## src/rtl/sup_rst_pkg.sv

```systemverilog
package sup_rst_pkg;
   localparam int unsigned DEF_GLITCH_CYC  = 8;
   localparam int unsigned DEF_PULSE_TICKS = 750;
   localparam int unsigned DEF_WDOG_TICKS  = 8000;

   function automatic int unsigned cnt_width(input int unsigned limit);
      return (limit < 2) ? 1 : $clog2(limit);
   endfunction
endpackage

```

## src/rtl/sup_glitch_flt.sv

```systemverilog
module sup_glitch_flt #(
   parameter int unsigned MIN_CYC = 8
) (
   input  logic clk,
   input  logic rst_n,
   input  logic in_i,
   output logic flt_o
);
   logic flt_q;

   generate
      if (MIN_CYC <= 1) begin : g_pass
         always_ff @(posedge clk or negedge rst_n) begin
            if (!rst_n) flt_q <= 1'b0;
            else        flt_q <= in_i;
         end
      end else begin : g_count
         localparam int unsigned CW = sup_rst_pkg::cnt_width(MIN_CYC);
         logic [CW-1:0] run_q;
         always_ff @(posedge clk or negedge rst_n) begin
            if (!rst_n) begin
               run_q <= '0;
               flt_q <= 1'b0;
            end else if (!in_i) begin
               run_q <= '0;
               flt_q <= 1'b0;
            end else if (run_q == CW'(MIN_CYC - 1)) begin
               flt_q <= 1'b1;
            end else begin
               run_q <= run_q + 1'b1;
            end
         end
      end
   endgenerate

   assign flt_o = flt_q;

   // filter output only rises after a high sample, and drops once input is low
   a_r5_rise_needs_input: assert property (@(posedge clk) disable iff (!rst_n)
      $rose(flt_q) |-> $past(in_i));
   a_r5_low_clears: assert property (@(posedge clk) disable iff (!rst_n)
      !in_i |=> !flt_q);
endmodule

```

## src/rtl/sup_pulse_tmr.sv

```systemverilog
module sup_pulse_tmr #(
   parameter int unsigned PULSE_TICKS = 750
) (
   input  logic clk,
   input  logic rst_n,
   input  logic tick_i,
   input  logic hold_i,
   input  logic trig_i,
   output logic rst_act_o
);
   localparam int unsigned PW = sup_rst_pkg::cnt_width(PULSE_TICKS);

   generate
      if (PULSE_TICKS < 1) begin : g_bad_pulse
         $error("PULSE_TICKS must be at least 1");
      end
   endgenerate

   logic [PW-1:0] cnt_q;
   logic          rst_q;

   always_ff @(posedge clk or negedge rst_n) begin
      if (!rst_n) begin
         rst_q <= 1'b1;
         cnt_q <= '0;
      end else if (hold_i || trig_i) begin
         rst_q <= 1'b1;
         cnt_q <= '0;
      end else if (rst_q && tick_i) begin
         if (cnt_q == PW'(PULSE_TICKS - 1)) begin
            rst_q <= 1'b0;
            cnt_q <= '0;
         end else begin
            cnt_q <= cnt_q + 1'b1;
         end
      end
   end

   assign rst_act_o = rst_q;

   // a present cause keeps reset active on the next edge
   a_r3_hold_keeps_reset: assert property (@(posedge clk) disable iff (!rst_n)
      (hold_i || trig_i) |=> rst_q);
   // release only on a tick, after the full count
   a_r4_release_on_tick: assert property (@(posedge clk) disable iff (!rst_n)
      $fell(rst_q) |-> ($past(tick_i) && $past(cnt_q) == PW'(PULSE_TICKS - 1)));
endmodule

```

## src/rtl/sup_wdog.sv

```systemverilog
module sup_wdog #(
   parameter int unsigned WDOG_TICKS = 8000
) (
   input  logic clk,
   input  logic rst_n,
   input  logic tick_i,
   input  logic cs_i,
   input  logic rst_act_i,
   output logic expire_o
);
   localparam int unsigned WW = sup_rst_pkg::cnt_width(WDOG_TICKS);

   generate
      if (WDOG_TICKS < 2) begin : g_bad_wdog
         $error("WDOG_TICKS must be at least 2");
      end
   endgenerate

   logic [2:0]    cs_sync_q;
   logic          cs_edge;
   logic [WW-1:0] wcnt_q;
   logic          exp_q;

   always_ff @(posedge clk or negedge rst_n) begin
      if (!rst_n) cs_sync_q <= '0;
      else        cs_sync_q <= {cs_sync_q[1:0], cs_i};
   end

   assign cs_edge = cs_sync_q[2] ^ cs_sync_q[1];

   always_ff @(posedge clk or negedge rst_n) begin
      if (!rst_n) begin
         wcnt_q <= '0;
         exp_q  <= 1'b0;
      end else if (rst_act_i || cs_edge) begin
         wcnt_q <= '0;
         exp_q  <= 1'b0;
      end else if (tick_i) begin
         if (wcnt_q == WW'(WDOG_TICKS - 1)) begin
            wcnt_q <= '0;
            exp_q  <= 1'b1;
         end else begin
            wcnt_q <= wcnt_q + 1'b1;
            exp_q  <= 1'b0;
         end
      end else begin
         exp_q <= 1'b0;
      end
   end

   assign expire_o = exp_q;

   // reset holds the watchdog at zero
   a_r9_idle_in_reset: assert property (@(posedge clk) disable iff (!rst_n)
      rst_act_i |=> (wcnt_q == '0 && !exp_q));
   // a chip-select edge restarts the count
   a_r8_edge_restarts: assert property (@(posedge clk) disable iff (!rst_n)
      cs_edge |=> (wcnt_q == '0));
   // expiry is a single-cycle strobe
   a_r7_single_strobe: assert property (@(posedge clk) disable iff (!rst_n)
      exp_q |=> !exp_q);
endmodule

```

## src/rtl/sup_rst_seq.sv

```systemverilog
module sup_rst_seq #(
   parameter int unsigned GLITCH_CYC  = sup_rst_pkg::DEF_GLITCH_CYC,
   parameter int unsigned PULSE_TICKS = sup_rst_pkg::DEF_PULSE_TICKS,
   parameter int unsigned WDOG_TICKS  = sup_rst_pkg::DEF_WDOG_TICKS
) (
   input  logic clk,
   input  logic rst_n,
   input  logic tick_i,
   input  logic vlow_i,
   input  logic cs_i,
   input  logic ext_req_i,
   output logic rst_o,
   output logic rst_n_o
);
   logic vlow_f, ext_f, wd_exp, rst_act;

   sup_glitch_flt #(.MIN_CYC(GLITCH_CYC)) u_vlow_flt (
      .clk(clk), .rst_n(rst_n), .in_i(vlow_i), .flt_o(vlow_f));

   sup_glitch_flt #(.MIN_CYC(GLITCH_CYC)) u_ext_flt (
      .clk(clk), .rst_n(rst_n), .in_i(ext_req_i), .flt_o(ext_f));

   sup_wdog #(.WDOG_TICKS(WDOG_TICKS)) u_wdog (
      .clk(clk), .rst_n(rst_n), .tick_i(tick_i), .cs_i(cs_i),
      .rst_act_i(rst_act), .expire_o(wd_exp));

   sup_pulse_tmr #(.PULSE_TICKS(PULSE_TICKS)) u_pulse (
      .clk(clk), .rst_n(rst_n), .tick_i(tick_i), .hold_i(vlow_f),
      .trig_i(ext_f || wd_exp), .rst_act_o(rst_act));

   assign rst_o   = rst_act;
   assign rst_n_o = ~rst_act;

   // a watchdog expiry starts a reset pulse
   a_r7_expiry_resets: assert property (@(posedge clk) disable iff (!rst_n)
      wd_exp |=> rst_o);
   // a filtered external request starts a reset pulse
   a_r6_ext_resets: assert property (@(posedge clk) disable iff (!rst_n)
      ext_f |=> rst_o);
endmodule

```

## config.mk

```make
export PLATFORM = sky130hd
export DESIGN_NAME = sup_rst_seq
export DESIGN_NICKNAME = d
export VERILOG_FILES = /design/src/rtl/sup_rst_pkg.sv /design/src/rtl/sup_glitch_flt.sv /design/src/rtl/sup_pulse_tmr.sv /design/src/rtl/sup_wdog.sv /design/src/rtl/sup_rst_seq.sv
export SDC_FILE = /design/constraint.sdc
export NUM_CORES = 1
export LEC_CHECK = 0
export BUFFER_PORTS_ARGS = -buffer_cell sky130_fd_sc_hd__buf_2
export CAP_MARGIN = 20
export CELL_PAD_IN_SITES_DETAIL_PLACEMENT = 0
export CELL_PAD_IN_SITES_GLOBAL_PLACEMENT = 1
export CORE_UTILIZATION = 25
export CTS_BUF_LIST = sky130_fd_sc_hd__clkbuf_8
export CTS_CLUSTER_SIZE = 14
export DETAILED_ROUTE_END_ITERATION = 6
export PLACE_DENSITY_LB_ADDON = 0.1
export SYNTH_ARGS = -nofsm -noshare
export SYNTH_HDL_FRONTEND = slang
export SYNTH_SLANG_ARGS = --single-unit
export TNS_END_PERCENT = 50
```

## constraint.sdc

```tcl
create_clock -name clk -period 5.15 [get_ports clk]
set_clock_uncertainty 0.15 [all_clocks]
set_input_delay 0.2575 -clock clk [delete_from_list [all_inputs] [get_ports clk]]
set_output_delay 0.2575 -clock clk [all_outputs]
set_load 0.05 [all_outputs]
```

Yosys cells after proc, flatten, opt, wreduce, memory -nomap -nowiden
Index checks and enable logic that the tools add are counted.
{ "totals": {"register_bits": 36, "input_bits": 6, "word_cells": 51} }
{ "classes": {"add_sub_neg": 4, "n_eq_ne": 8, "n_mux": 20, "bitwise_logic": 2, "reduce_logical": 8} }
{ "op_table": {"columns": ["op", "n"], "rows": [
  ["13-bit 2-to-1 mux", 3],
  ["10-bit 2-to-1 mux", 3],
  ["13-bit by 1-bit adder with 13-bit output (second input constant)", 1],
  ["13-bit equality test (second input constant)", 1],
  ["3-bit 2-to-1 mux", 4],
  ["10-bit by 1-bit adder with 10-bit output (second input constant)", 1],
  ["10-bit equality test (second input constant)", 1],
  ["1-bit 2-to-1 mux", 10],
  ["3-bit by 1-bit adder with 3-bit output (second input constant)", 2],
  ["3-bit equality test (second input constant)", 2],
  ["2-bit nonzero test", 3],
  ["2-bit by 1-bit inequality test with 1-bit output (second input constant)", 2],
  ["2-bit inequality test (second input constant)", 2],
  ["1-bit logical OR", 3],
  ["2-bit AND reduction", 1],
  ["1-bit logical AND", 1],
  ["1-bit inverter", 1],
  ["1-bit bitwise XOR", 1]
]} }

Logic depth before layout (Yosys ltp)
Gate-level depths: netlist (run 1).
{ "depth": {"ltp_word": 4, "depth_mapped": 6} }

Cells and area by module
A second synthesis (run 1) with hierarchy kept.
{ "hier_totals": {"hier_cells": 163, "area_unflattened_um2": 1788.0} }
{ "by_module_without_submodules": {"columns": ["mod", "instances", "cells_each", "area_each_um2", "seq_area_each_um2"], "rows": [
  ["sup_wdog", 1, 75, 814.5, 425.4],
  ["sup_pulse_tmr", 1, 60, 603.1, 276.5],
  ["sup_glitch_flt", 2, 13, 180.2, 100.1],
  ["sup_rst_seq", 1, 2, 10.0, 0.0]
]} }

Least setup slack after synthesis (run 1)
OpenSTA, ideal clock, no wires.
{ "synth_timing": {"path_type": "register to register", "startpoint": "register u_pulse.rst_q, in the netlist u_pulse.rst_act_o", "endpoint": "register u_pulse.cnt_q[7]", "setup_time_ns": 0.082, "arrival_time_ns": 1.701, "t_required_ns": 4.918, "path_slack_ns": 3.217, "path_stages_with_launch": 5, "period_less_slack_ns": 1.933, "cell_sequence": "dfstp_2 -> buf_2 -> nand2_1 -> or4_1 -> a31oi_1"} }
{ "synth_between": {"elab_chain_cells": 2} }
{ "synth_rtl": {"columns": ["item", "line_no", "text"], "rows": [
  ["start, declared", "sup_pulse_tmr.sv:20", "logic rst_q;"],
  ["start signal, assigned", "sup_pulse_tmr.sv:24", "rst_q <= 1'b1;"],
  ["start signal, assigned", "sup_pulse_tmr.sv:27", "rst_q <= 1'b1;"],
  ["start signal, assigned", "sup_pulse_tmr.sv:31", "rst_q <= 1'b0;"],
  ["1-bit logical AND", "sup_pulse_tmr.sv:29", "end else if (rst_q && tick_i) begin"],
  ["2-bit nonzero test (no line)", null, null],
  ["end signal, assigned", "sup_pulse_tmr.sv:34", "cnt_q <= cnt_q + 1'b1;"],
  ["end, declared", "sup_pulse_tmr.sv:19", "logic [PW-1:0] cnt_q;"]
]} }
No other way between the ends.
A chain may end at the register's enable or synchronous reset.

Worst setup path in the final report (run 1)
{ "layout_timing": {"startpoint": "register u_wdog.wcnt_q[6]", "endpoint": "register u_wdog.wcnt_q[9]"} }
{ "layout_between": {"elab_chain_cells": 4} }
{ "layout_rtl": {"columns": ["item", "line_no", "text"], "rows": [
  ["start, declared", "sup_wdog.sv:21", "logic [WW-1:0] wcnt_q;"],
  ["start signal, assigned", "sup_wdog.sv:43", "wcnt_q <= wcnt_q + 1'b1;"],
  ["13-bit by 1-bit adder with 13-bit output or 13-bit equality test (tied branches)", "sup_wdog.sv:43, sup_wdog.sv:39", null],
  ["13-bit 2-to-1 mux (*)", "sup_wdog.sv:39", "if (wcnt_q == WW'(WDOG_TICKS - 1)) begin"],
  ["13-bit 2-to-1 mux (*)", "sup_wdog.sv:38", "end else if (tick_i) begin"],
  ["13-bit 2-to-1 mux (*)", "sup_wdog.sv:35", "end else if (rst_act_i || cs_edge) begin"]
]} }
Mark *: on every way between the ends. The rest lies on a longest branch, timed or not. The select of a mux whose other input is x is not followed.

==> impl_metrics.ini, run 1 <==
[power_and_ir_drop]
p_total_uw = 731
vdd_drop_max_v = 0.000199
p_sw_share_pct = 33.6
power_frac_comb_pct = 19.5
p_seq_share_pct = 50.1
power.leakage_nw = 0.872
internal_power_uw = 485
p_sw_uw = 246
pwr-share-clk_pct = 30.4
p_per_area_nw_per_um2 = 352

[logic_synthesis]
avgSynthCellArea_sq_um = 10.6
async_flop_share_pct = 100
syn_nets = 186
yosys_warnings = 0
ys_top_cells_by_area = dfrtp_1 (48%), ha_1 (4.8%), xor2_1 (4.3%), nand2_1 (3.3%), mux2i_1 (2.2%)
synth_top_area_share_pct = 48.0
netlist_instances = 173
synth_cell_types = 43
yosysSeqAreaShare_pct = 49.4
ys_seq_elements = 36
synth_most_common_cell = dfrtp_1
yosys.area.top_type = dfrtp_1
synth_ff_type = dfrtp_1
yosys-top-cells-count = dfrtp_1 (35), nand2_1 (16), nor2_1 (10)
synth-edff-count = 0
synthesis.area_sq_um = 1830

[floorplan]
rows = 30
fp.dieW_um = 87.5
pin_count = 8
core_sq_um = 6910
dieArea_sq_um = 7650
die_h_um = 87.5
start_util_pct = 26.4

[cells_and_area]
final_core_utilization_pct = 30.1
layout-drive-gt1-share_pct = 10.8
area_growth_pct = 13.7
seq_area_sq_um = 902
fillers = 745
multiInputGateArea_sq_um = 880
num-nets-final = 199
antenna_cells = 0

[route]
drc = 0
wl_um = 3680
drt_iter0_markers = 76
post_drt_wl_per_cell_um = 13.0
viasPerCell = 4.72
ant_nets = 0
detail_route.first_pass.iterations = 7
vias = 1331

[clocking]
postCtsSetupBuffers = 0
clkSlewWorstSetupHoldPaths_ps = 80
cts_tree = done
clock-sinks = 36
numCtsBuffers = 5
clock_latency_ps = 290
root_buffer = clkbuf_8
cts.htree.levels = 2
cts.path.max_buffers = 2

[place]
port_buffers = 7
dp.final_hpwl_um = 2590
place_congestion = 0.775

[worst_setup_path]
path_cells = or3b_1 -> or4_1 -> a311oi_1 -> a21oi_1
crit_arrival_ps = 2050
cpMaxStageDelayCell = or4_1
critPathKind = flop to flop
cp-startpoint = u_wdog.wcnt_q[6]$_DFFE_PN0P_
critPathMaxFanout = 8
ff2ff_path_depth = 4
critical-path-max-stage-delay_ps = 580
worst_setup_path_end_kind = flop
crit_path_start_kind = flop
timing.rr.start = u_wdog.wcnt_q[6]$_DFFE_PN0P_
crit_required_ps = 5160

[timing]
holdWs_ps = 67.8
hold_violations = 0
fin_crit_ps = 2040
fmax_ghz = 0.490
report.final.slew_viol_count = 0
worstMarginPinSlew_ps = 818
rsz0062_at_grt = false
fin_crit_sh_pct = 39.6
finalSetupTns_ps = 0
setup-violations-final = 0
max_slew_margin_pct = 45.5

[global_route]
grt_pass1_wl_um = 6610
grt_use_total_pct = 11.3
grt_max_degree = 37
grt_overflow = 0
grt_pass1_vias = 1417
antenna_found_initial = 0

[min_path]
min_from = ext_req_i
holdPathStages = 2
hp-class = input port to flop

[run]
drv_cap = 0

[run_status]
outcome = finished, final reports clean
-- power by group through the flow --
stage                     Combinational (mW)  Sequential, mW  Clock [mW]
after floorplan                        0.103           0.365           0
after global placement                 0.141           0.372           0
after detailed placement               0.143           0.371           0
after CTS                              0.144           0.367       0.232
after global routing                   0.161           0.374       0.240
final                                  0.142           0.366       0.222
-- sequential cells by signal (all words and copies together), names as in the netlist --
name,flops
u_vlow_flt.g_count.run_q,3
u_wdog.cs_sync_q,3
u_wdog.wcnt_q,13
u_pulse.rst_act_o,1
u_wdog.expire_o,1
u_ext_flt.flt_o,1
u_vlow_flt.flt_o,1
u_ext_flt.g_count.run_q,3
u_pulse.cnt_q,10
-- logic make-up (layout without fill, tap and decap cells) --
kind of cell | after synthesis | after routing | share of synthesized area [%]
AOI/OAI and AO/OA | 31 | 31 | 12.5
DFF | 36 | 36 | 49.4
and+or+nand+nor | 72 | 72 | 21.6
xor gates and xnor gates | 14 | 14 | 7.13
adders and majority gates | 7 | 7 | 4.80
buffers and inverters | 9 | 22 | 2.40
muxes | 4 | 4 | 2.19
-- area by class of cell --
class	count	area share, %
multi-input combinational	128	42.4
tap	96	5.79
clock buffer	7	4.64
timing repair buffer	9	2.65
inverter	6	1.08
sequential	36	43.5
-- worst paths after layout --
path / slack, ps / endpoint
min in group asynchronous: 450 / u_wdog.wcnt_q[12]$_DFFE_PN0P_
worst min register to register: 200 / u_wdog.cs_sync_q[1]$_DFF_PN0_
worst max-delay path: 3110 / u_wdog.wcnt_q[9]$_DFFE_PN0P_
worst max register to register: 3110 / u_wdog.wcnt_q[9]$_DFFE_PN0P_
max in group asynchronous: 3870 / u_vlow_flt.flt_o$_DFFE_PN0P_
worst min-delay path: 70 / u_ext_flt.flt_o$_DFFE_PN0P_
-- through the flow --
step           instance area (sq um)  worst slack (ps)  std cells
2_1_floorplan                   1830              3220        173
3_3_place_gp                    1960              3160        273
3_5_place_dp                    1960              3140        273
4_1_cts                         2080              3130        282
5_1_grt                         2080              2890        282
6_report                        2080              3110        282
-- what timing repair did --
| item | in CTS | in global routing |
|---|---|---|
| hold buffers | 2 | 0 |
| setup endpoints to repair | 0 | 0 |
| hold endpoints to repair | 36 | 0 |
| gates resized for setup | 0 | 0 |
-- layer usage --
layer / wire length, um / part of all wire [%] / global-route usage, % / vias to the layer above
li1: - / - / - / 656
met1: 1850 / 50 / 15.1 / 649
met2: 1640 / 45 / 17.8 / 21
met3: 128 / 3.5 / 2.56 / 5
met4: 59 / 1.6 / 4.47 / 0
met5: 0 / 0 / 0 / -
-- placed cells by master, fill, tap and decap left out, types with 2 or more instances in the layout --
| cell type | instances |
|---|---|
| xor2_1 | 9 |
| nand2_1 | 16 |
| nor2b_1 | 4 |
| nand3_1 | 6 |
| o21a_1 | 2 |
| xnor2_1 | 4 |
| nor2_1 | 10 |
| and3_1 | 4 |
| nor3_1 | 4 |
| o211ai_1 | 2 |
| or4_1 | 5 |
| mux2i_1 | 4 |
| dfrtp_1 | 35 |
| buf_2 | 7 |
| a21oi_1 | 5 |
| a31oi_1 | 2 |
| inv_1 | 6 |
| clkbuf_8 | 7 |
| o31ai_1 | 4 |
| nand4_1 | 6 |
| dlygate4sd3_1 | 2 |
| o21ai_0 | 6 |
| nor4_1 | 2 |
| ha_1 | 7 |
| or3_1 | 5 |
| and2_1 | 4 |
-- critical path: cells and delay by family (launching register included) --
kind,cells,cell delay [ps]
AO/OA/AOI/OAI,2,380
flip-flops,1,430
AND/OR/NAND/NOR,2,940
Note: power is estimated with default switching activity, not from simulation.
==> inputs of run 2 (changes only) <==
- clock period: 5.15 -> 1.9 ns (I/O delays scaled with it)
==> impl_metrics.ini, run 2 (synthesis gave the netlist of run 1 again) <==
[power_and_ir_drop]
power.leakage_nw = 1.00
p_seq_share_pct = 46.6
p_sw_share_pct = 33.8
vdd_drop_max_v = 0.000737
power_frac_comb_pct = 25.3
p_per_area_nw_per_um2 = 892
internal_power_mw = 1.36
pwr-share-clk_pct = 28.1
p_sw_uw = 693

[worst_setup_path]
critPathKind = flop to flop
crit_path_start_kind = flop
crit_required_ps = 1920
ff2ff_path_depth = 4
crit_arrival_ps = 1890
critPathMaxFanout = 8
worst_setup_path_end_kind = flop

[route]
vias = 1451
detail_route.first_pass.iterations = 4
wl_um = 3950
viasPerCell = 4.71
drc = 0
drt_iter0_markers = 44
ant_nets = 0
post_drt_wl_per_cell_um = 12.8

[cells_and_area]
largest_register_ff_count = 13
antenna_cells = 0
final_common_cell = dfrtp_1
final_core_utilization_pct = 33.3
fillers = 732
layout-drive-gt1-share_pct = 22.6
seq_area_sq_um = 902
top_register = u_wdog.wcnt_q
multiInputGateArea_sq_um = 901
layout_common_cells = dfrtp_1 (35), buf_4 (22), nand2_1 (16)
num-nets-final = 224
top_regs = u_wdog.wcnt_q x13, u_pulse.cnt_q x10
area_growth_pct = 25.9

[timing]
fmax_ghz = 0.535
fin_crit_sh_pct = 98.4
max_slew_margin_pct = 68.9
rsz0062_at_grt = true
holdWs_ps = 129
fin_crit_ps = 1870
report.final.slew_viol_count = 0
worstMarginPinSlew_ps = 467
setup-violations-final = 0
hold_violations = 0

[global_route]
grt_use_total_pct = 12.3
grt_overflow = 0
grt_pass1_wl_um = 7080
grt_pass1_vias = 1511
grt_max_degree = 20
antenna_found_initial = 0

[run]
drv_cap = 0

[place]
dp.final_hpwl_um = 2920
place_congestion = 0.799
port_buffers = 7

[clocking]
clock_latency_ps = 300
root_buffer = clkbuf_8
cts_tree = done
clkSlewWorstSetupHoldPaths_ps = 80
numCtsBuffers = 5
cts.htree.levels = 2
cts.path.max_buffers = 2
clock-sinks = 36

[floorplan]
rows = 30
start_util_pct = 26.4
dieArea_sq_um = 7650
core_sq_um = 6910
die_h_um = 87.5
fp.dieW_um = 87.5
pin_count = 8

[min_path]
holdPathStages = 4
hp-class = input port to flop

[run_status]
outcome = finished, final reports clean
run 2: worst paths after layout:
check | slack [ps] | to | start
worst max-delay path | 30 | u_wdog.wcnt_q[4]$_DFFE_PN0P_ | u_wdog.wcnt_q[7]$_DFFE_PN0P_
max in group asynchronous | 910 | u_pulse.rst_act_o$_DFFE_PN1P_ | rst_n
worst max register to register | 30 | u_wdog.wcnt_q[4]$_DFFE_PN0P_ | u_wdog.wcnt_q[7]$_DFFE_PN0P_
worst min-delay path | 130 | u_pulse.cnt_q[7]$_DFFE_PN0P_ | tick_i
worst min register to register | 200 | u_wdog.cs_sync_q[1]$_DFF_PN0_ | u_wdog.cs_sync_q[0]$_DFF_PN0_
min in group asynchronous | 140 | u_wdog.wcnt_q[10]$_DFFE_PN0P_ | rst_n
run 2: final cells by class:
class	count	area share [%]
Tap cell	96	5.23
Timing Repair Buffer	34	11.3
Sequential cell	36	39.2
Clock buffer	6	3.59
Clock inverter	2	0.435
Multi-Input combinational cell	128	39.2
Inverter	6	0.980
run 2: routing by layer:
layer | global-route usage, % | share of wire, % | wire (um)
met1 | 16.2 | 51 | 2000
met2 | 18.1 | 44 | 1730
met3 | 2.94 | 2.4 | 94
met4 | 7.15 | 3.1 | 123
met5 | 0 | 0 | 0
run 2: critical path, cell delays in order, from the launching register on:
cell and delay, ps:
dfrtp_1 380, or3b_1 370, or4_4 500, o21ai_4 260, nor2_1 80
run 2: timing repair:
action                                  in CTS  in global routing
hold endpoints to repair                    44                  0
gates cloned                                 0                  0
buffers inserted                             0                  0
hold buffers                                 4                  0
pin swaps                                    0                  0
gates resized for setup                      1                  3
endpoints found under the setup margin      10                  5
run 2: stage by stage:
stage | setup TNS (ps) | total power [mW] | instance area (sq um) | worst slack (ps) | cells
after floorplan | 0 | 1.27 | 1830 | 8.96 | 173
after global placement | -170 | 1.48 | 2140 | -38.6 | 296
after detailed placement | -454 | 1.48 | 2140 | -69.4 | 296
after CTS | 0 | 2.08 | 2280 | 46.6 | 308
after global routing | -41.4 | 2.19 | 2300 | -27.8 | 308
final | 0 | 2.05 | 2300 | 31.3 | 308
run 2: power by group through the flow:
stage / Clock [mW] / Combinational (mW) / Sequential [mW]
floorplan: 0 / 0.284 / 0.990
global placement: 0 / 0.510 / 0.965
detailed placement: 0 / 0.513 / 0.966
CTS: 0.607 / 0.523 / 0.951
global route: 0.638 / 0.579 / 0.971
finish: 0.576 / 0.518 / 0.955
==> inputs of run 3 (changes only) <==
- GPL_TIMING_DRIVEN: not set -> 0
==> impl_metrics.ini, run 3 (synthesis gave the netlist of run 1 again) <==
[global_route]
grt_max_degree = 37
grt_pass1_vias = 1384
antenna_found_initial = 0
grt_busiest_layer = met2
use_met1_pct = 14.7
grt_use_total_pct = 11.7
grt_pass1_wl_um = 6690
grt_overflow = 0
grt.met2_usage_pct = 18.8
gr-usage-met3_pct = 3.13

[timing]
finalSetupTns_ps = 0
holdWs_ps = 142
fin_crit_ps = 1880
report.final.slew_viol_count = 0
fin_crit_sh_pct = 99.0
fmax_ghz = 0.531
worstMarginPinSlew_ps = 833
max_slew_margin_pct = 44.5
setup-violations-final = 0
rsz0062_at_grt = true
hold_violations = 0

[worst_setup_path]
critPathBufInv = 0
critical-path-max-stage-delay_ps = 470
cpMaxStageDelayCell = or4_1
critPathKind = flop to flop
reg2reg_slack_ps = 20
crit_arrival_ps = 1940
ff2ff_path_depth = 4
crit_required_ps = 1960
cpLargestDelayFamily = simple AND/OR/NAND/NOR gates
critPathMaxFanout = 4
worstReg2RegEnd = u_pulse.cnt_q[8]$_DFFE_PN0P_
worst_setup_path_end_kind = flop
crit_path_start_kind = flop
timing.rr.start = u_ext_flt.flt_o$_DFFE_PN0P_
path_cells = or3_4 -> a31o_1 -> or4_1 -> o211ai_1

[floorplan]
rows = 30
fp.dieW_um = 87.5
dieArea_sq_um = 7650
start_util_pct = 26.4
core_sq_um = 6910
die_h_um = 87.5
pin_count = 8

[cells_and_area]
area_growth_pct = 22.3
fin_cells = 295
final_common_cell = dfrtp_1
layout-drive-gt1-share_pct = 19.6
multiInputGateArea_sq_um = 925
antenna_cells = 0
top_register = u_wdog.wcnt_q
largest_register_ff_count = 13
fillers = 729
num-nets-final = 211
final_core_utilization_pct = 32.3
layout_common_cells = dfrtp_1 (31), nand2_1 (16), buf_4 (10), nor2_1 (10), xor2_1 (9)
seq_area_sq_um = 907
top_regs = u_wdog.wcnt_q x13, u_pulse.cnt_q x10

[min_path]
holdPathStages = 4
min_from = tick_i
hp-class = input port to flop
min_to = u_pulse.cnt_q[0]$_DFFE_PN0P_

[clocking]
root_buffer = clkbuf_8
cts_tree = done
clkSlewWorstSetupHoldPaths_ps = 70
cts.path.max_buffers = 2
numCtsBuffers = 5
clock_latency_ps = 280
clock-sinks = 36
cts.htree.levels = 2

[route]
drt_iter0_markers = 58
vias = 1385
detail_route.first_pass.iterations = 4
wl_um = 3860
viasPerCell = 4.69
ant_nets = 0
drc = 0
post_drt_wl_per_cell_um = 13.1

[place]
place_congestion = 0.834
place_inst = 275
port_buffers = 6
dp.final_hpwl_um = 2600

[run_status]
outcome = finished, final reports clean

[power_and_ir_drop]
p_per_area_nw_per_um2 = 954
vdd_drop_max_v = 0.000623
power.leakage_nw = 0.942

[run]
drv_cap = 0
-- run 3: tightest hold or removal path, cell delays in order --
cell	delay, ps
buf_2	190
a2111oi_4	130
nand2_1	70
o31ai_1	60
-- run 3: how the worst max path moves through the flow --
stage,cells past startpoint,endpoint,start,slack [ps]
CTS,5,u_wdog.wcnt_q[8]$_DFFE_PN0P_,u_wdog.wcnt_q[7]$_DFFE_PN0P_,-60
finish,4,u_pulse.cnt_q[8]$_DFFE_PN0P_,u_ext_flt.flt_o$_DFFE_PN0P_,20
global placement,6,u_pulse.rst_act_o$_DFFE_PN1P_,u_pulse.cnt_q[1]$_DFFE_PN0P_,-140
detailed placement,5,u_wdog.wcnt_q[12]$_DFFE_PN0P_,u_wdog.wcnt_q[6]$_DFFE_PN0P_,-80
global route,4,u_pulse.cnt_q[7]$_DFFE_PN0P_,u_pulse.rst_act_o$_DFFE_PN1P_,-70
floorplan,4,u_pulse.cnt_q[7]$_DFFE_PN0P_,u_pulse.rst_act_o$_DFFE_PN1P_,9
-- run 3: metrics by stage --
| step | worst slack [ps] | power, mW | instance area [sq um] |
|---|---|---|---|
| floorplan | 8.96 | 1.27 | 1830 |
| global placement | -138 | 1.40 | 1980 |
| detailed placement | -76.3 | 1.41 | 1980 |
| CTS | -57.3 | 2.11 | 2160 |
| global route | -70.9 | 2.28 | 2230 |
| finish | 18.5 | 2.13 | 2230 |
-- run 3: routing by layer --
layer	up-vias	routed length, um
met2	17	1830
met5	-	0
met4	0	56
met1	685	1870
met3	4	106
li1	679	-
-- run 3: layout make-up --
type | instances | area share, %
multi-input cells | 128 | 41.4
clock inverters | 3 | 1.74
repair buffers | 19 | 6.17
clock buffers | 5 | 3.08
plain buffers | 2 | 0.561
flip-flops and latches | 36 | 40.6
inverters | 6 | 1.01
well taps | 96 | 5.38
-- run 3: power breakdown --
group	leakage (nW)	total (mW)	switching (mW)	internal, mW
registers	0.464	0.963	0.102	0.860
logic	0.419	0.502	0.310	0.193
clock network	0.0593	0.665	0.281	0.384
total	0.942	2.13	0.692	1.44
-- run 3: timing repair --
item,in CTS,in global routing
setup buffers,3,6
setup endpoints to repair,17,22
hold buffers,4,0
resized for setup,5,6
pin swaps,4,2
hold endpoints to repair,44,0
